===== src/rtl/pcirq_pkg.sv =====
package pcirq_pkg;
  localparam int unsigned PORTS_DEF = 2;
  localparam int unsigned WIDTH_DEF = 8;

  // pins able to raise a flag: inputs that are not masked
  function automatic logic watch_bit(logic dir_in, logic dis);
    return dir_in & ~dis;
  endfunction
endpackage


===== src/rtl/pcirq_port.sv =====
module pcirq_port #(
  parameter int unsigned W = 8
) (
  input  logic         clk_i,
  input  logic         rst_ni,
  input  logic [W-1:0] lvl_i,
  input  logic [W-1:0] watch_i,
  input  logic         clr_i,
  output logic [W-1:0] pend_o
);
  logic [W-1:0] snap_q;
  logic [W-1:0] pend_q;
  logic [W-1:0] diff;

  assign diff = lvl_i ^ snap_q;

  always_ff @(posedge clk_i or negedge rst_ni) begin
    if (!rst_ni) begin
      snap_q <= '0;
      pend_q <= '0;
    end else if (clr_i) begin
      // clear wins over a coincident change; snapshot absorbs it
      snap_q <= lvl_i;
      pend_q <= '0;
    end else begin
      pend_q <= pend_q | (diff & watch_i);
    end
  end

  assign pend_o = pend_q;
endmodule


===== src/rtl/pcirq_merge.sv =====
module pcirq_merge #(
  parameter int unsigned N = 16
) (
  input  logic [N-1:0] pend_i,
  input  logic [N-1:0] dis_i,
  output logic         irq_no
);
  assign irq_no = ~|(pend_i & ~dis_i);
endmodule


===== src/rtl/pcirq_top.sv =====
module pcirq_top
  import pcirq_pkg::*;
#(
  parameter int unsigned NUM_PORTS = PORTS_DEF,
  parameter int unsigned PORT_W    = WIDTH_DEF
) (
  input  logic                          clk_i,
  input  logic                          rst_ni,
  input  logic [NUM_PORTS*PORT_W-1:0]   pin_lvl_i,
  input  logic [NUM_PORTS*PORT_W-1:0]   dir_in_i,
  input  logic [NUM_PORTS*PORT_W-1:0]   irq_dis_i,
  input  logic [NUM_PORTS-1:0]          clr_i,
  output logic [NUM_PORTS*PORT_W-1:0]   pend_o,
  output logic                          irq_no
);
  localparam int unsigned NPINS = NUM_PORTS * PORT_W;

  logic [NPINS-1:0] watch;

  for (genvar i = 0; i < NPINS; i++) begin : g_watch
    assign watch[i] = watch_bit(dir_in_i[i], irq_dis_i[i]);
  end

  for (genvar p = 0; p < NUM_PORTS; p++) begin : g_port
    pcirq_port #(.W(PORT_W)) port_i (
      .clk_i  (clk_i),
      .rst_ni (rst_ni),
      .lvl_i  (pin_lvl_i[p*PORT_W +: PORT_W]),
      .watch_i(watch[p*PORT_W +: PORT_W]),
      .clr_i  (clr_i[p]),
      .pend_o (pend_o[p*PORT_W +: PORT_W])
    );
  end

  pcirq_merge #(.N(NPINS)) merge_i (
    .pend_i(pend_o),
    .dis_i (irq_dis_i),
    .irq_no(irq_no)
  );
endmodule


===== config.mk =====
export PLATFORM = sky130hd
export DESIGN_NAME = pcirq_top
export DESIGN_NICKNAME = d
export VERILOG_FILES = /design/src/rtl/pcirq_pkg.sv /design/src/rtl/pcirq_port.sv /design/src/rtl/pcirq_merge.sv /design/src/rtl/pcirq_top.sv
export SDC_FILE = /design/constraint.sdc
export NUM_CORES = 1
export LEC_CHECK = 0
export BUFFER_PORTS_ARGS = -buffer_cell sky130_fd_sc_hd__buf_4
export CORE_MARGIN = 2
export CORE_UTILIZATION = 48
export CTS_BUF_LIST = sky130_fd_sc_hd__clkbuf_8
export CTS_CLUSTER_DIAMETER = 60
export DETAILED_ROUTE_END_ITERATION = 6
export PLACE_DENSITY_LB_ADDON = 0.15
export SLEW_MARGIN = 10
export SYNTH_ARGS = -nofsm -noshare
export SYNTH_HDL_FRONTEND = slang
export SYNTH_SLANG_ARGS = --single-unit

===== constraint.sdc =====
create_clock -name clk_i -period 1.4 [get_ports clk_i]
set_input_delay 0.21 -clock clk_i [delete_from_list [all_inputs] [get_ports clk_i]]
set_output_delay 0.21 -clock clk_i [all_outputs]
set_load 0.02 [all_outputs]

==> impl_metrics.tcl <==
set metrics [dict create \
    status "complete, but fails checks" \
    violations "negative setup slack" \
    setup_ws_ns -0.507 \
    synth.cell_area_um2 1500 \
    setup_viol 1 \
    synth_fa_ha_area_share_pct 0 \
    rsz0062_at_grt "true" \
    slowest_delay_ns 0.44 \
    cts.path.max_buffers 2 \
    place_congestion 0.781 \
    vdd_ir_drop_max_mv 0.682 \
    pwr-share-clk_pct 30.2 \
    worstSkewPairLatency_ns 0.28 \
    hold_viol_final 0 \
    drc 0 \
    start_kind "register" \
    max-slew-margin-rel_pct 74.0 \
    hpwlAfterDp_um 2590 \
    fin_area_um2 2280 \
    drive_gt1_share_pct 50.0 \
    post-place-ws_ns -0.232 \
    hold_path.class "input port to register" \
    pwr-share-seq_pct 45.9 \
    p_sw_uw 584 \
    synth-xor-area-share_pct 9.33 \
    multi_input_area_um2 629 \
    drtPass1Iterations 3 \
    critPathArrivalTime_ns 1.70 \
    most-common-layout-cells "buf_4 (86), dfrtp_1 (30), inv_1 (18)" \
    synth_top_family_by_area "multiplexers" \
    rows 20 \
    grt_usage_pct 20.6 \
    ys_warn_count 0 \
    clk_pin_slew_worst_paths_ns 0.06 \
    grt_max_degree 33 \
    nets 275 \
    grt_pass1_vias 1243 \
    critPathMaxFanout 2 \
    synth_cells 133 \
    drv_cap 0 \
    crit_required_ns 1.19 \
    tns_ns -0.507 \
    io_buffers 68 \
    crit_path_end_kind "primary output" \
    power.leakage_uw 0.00122 \
    ys_seq_area_share_pct 53.3 \
    yosysUniqueCellTypes 11 \
    final_common_cell "buf_4" \
    initial_core_util_pct 50.0 \
    die_area_um2 3590 \
    combPwrFrac_pct 23.9 \
    crit_type "register to primary output" \
    syn2layout_area_growth_pct 51.8 \
    routed_wl_um 3250 \
    synth-seq-cells 32 \
    cts_buffers 5 \
    placed_cell_area_um2 2170 \
    clock_skew_ns 0.00147 \
    avgRoutedWirePerCell_um 12.6 \
    fp.dieH_um 59.9 \
    cts_max_level 2 \
    vias_per_cell 4.86 \
    ant_nets 0 \
    period_minus_slack_ns 1.91 \
    postSynthAreaPerCell_um2 11.3 \
    synth_compound_area_share_pct 9.67 \
    path_cells "nor2b_1, a2111o_1, nor4_4, buf_4" \
    power_density_nw_per_um2 1000 \
    vias 1250 \
    p_int_uw 1700 \
    timing_max_transition_violations_final 0 \
    tightest_slew_ns 0.390 \
    fin_crit_sh_pct 136 \
    die_w_um 59.9 \
    antenna_cells 0 \
    antenna_found_initial 0 \
    overflow 0 \
    yosys.area_share.simple_pct 10.3 \
    swShare_pct 25.5 \
    cpMaxStageDelayCell "a2111o_1" \
    cts_root_buf "clkbuf_8" \
    max_freq_mhz 524 \
    r2r_slack_ns 0.46 \
    num_io_pins 69 \
    fill_cells 219 \
    grt_pass1_wl_um 5240 \
    cts_sinks 32 \
    cts_resized 0 \
    cts_tree "built" \
    syn_nets 185 \
    drt_iter0_drc 40 \
    coreArea_um2 3000 \
    seq_area_um2 803 \
    p_total_uw 2290 \
    muxShareOfSynthArea_pct 12.0 \
]
## metal layers
| metal | vias to the layer above | global-route usage [%] | wire (um) |
|---|---|---|---|
| met1 | 578 | 23.7 | 1300 |
| met5 | - | 0 | 0 |
| met4 | 0 | 8.57 | 50 |
| li1 | 624 | - | - |
| met2 | 41 | 34.8 | 1690 |
| met3 | 7 | 6.93 | 207 |
## cells by family after synthesis
logic type	count (synthesis)
DFF	32
muxes	16
and+or+nand+nor	29
xor gates and xnor gates	16
AOI/OAI and AO/OA	20
buffers and inverters	20
## area by class of cell
cell class	count	area share (%)
clock inverters	2	0.329
flip-flops and latches	32	35.2
repair buffers	87	28.8
multi-input cells	81	27.6
clock buffers	6	3.62
well taps	33	1.81
inverters	16	2.63
## worst paths after layout
| kind | startpoint | end | cells past startpoint |
|---|---|---|---|
| min in group asynchronous | rst_ni | g_port[1].port_i.snap_q[3] | 2 |
| min reg2reg | g_port[0].port_i.snap_q[2] | g_port[0].port_i.snap_q[2] | 1 |
| max in group asynchronous | rst_ni | g_port[0].port_i.pend_o[1] | 2 |
| max reg2reg | g_port[1].port_i.snap_q[7] | g_port[1].port_i.pend_o[7] | 3 |
| min | pin_lvl_i[2] | g_port[0].port_i.snap_q[2] | 2 |
| max | g_port[0].port_i.pend_o[4] | irq_no | 4 |
## worst max-delay path: cells and delay by family (launching register included)
family | cells | cell delay [ns]
compound gates | 1 | 0.44
simple gates | 2 | 0.43
buf+inv | 1 | 0.18
flops | 1 | 0.37
## stage by stage
| step | util, % | hold slack [ns] | std cells |
|---|---|---|---|
| final | 75.9 | 0.179 | 257 |
| after global routing | 75.9 | 0.164 | 257 |
| after CTS | 75.9 | 0.164 | 257 |
| after detailed placement | 72.3 | 0.167 | 247 |
| after global placement | 72.3 | 0.167 | 247 |
| after floorplan | - | -0.0856 | 133 |
## what timing repair did
item	in CTS	in global routing
hold buffers	1	0
setup buffers	1	0
pin swaps	3	2
endpoints found under the hold margin	32	0
gates cloned	0	0
setup endpoints to repair	1	1
## synthesized netlist by cell type
cell       n  area, um^2
nor2b_4    1        13.8
mux2_2    16         180
a31oi_1   16         100
nor4_2     1        12.5
buf_2      4        20.0
a2111o_1   4        45.0
dfrtp_1   32         801
nor2b_1   11        68.8
nor2_1    16        60.1
inv_1     16        60.1
xor2_1    16         140
## sequential cells by signal, summed over array words and instances (netlist names)
signal / cells
g_port.port_i.pend_o: 16
g_port.port_i.snap_q: 16
## power groups by stage
stage          combinational, uW  clock (uW)  sequential, uW
2_1_floorplan                216           0            1110
3_3_place_gp                 538           0            1060
3_5_place_dp                 550           0            1070
4_1_cts                      556         722            1050
5_1_grt                      596         764            1060
6_report                     548         691            1050
(Power assumes the default switching activity.)
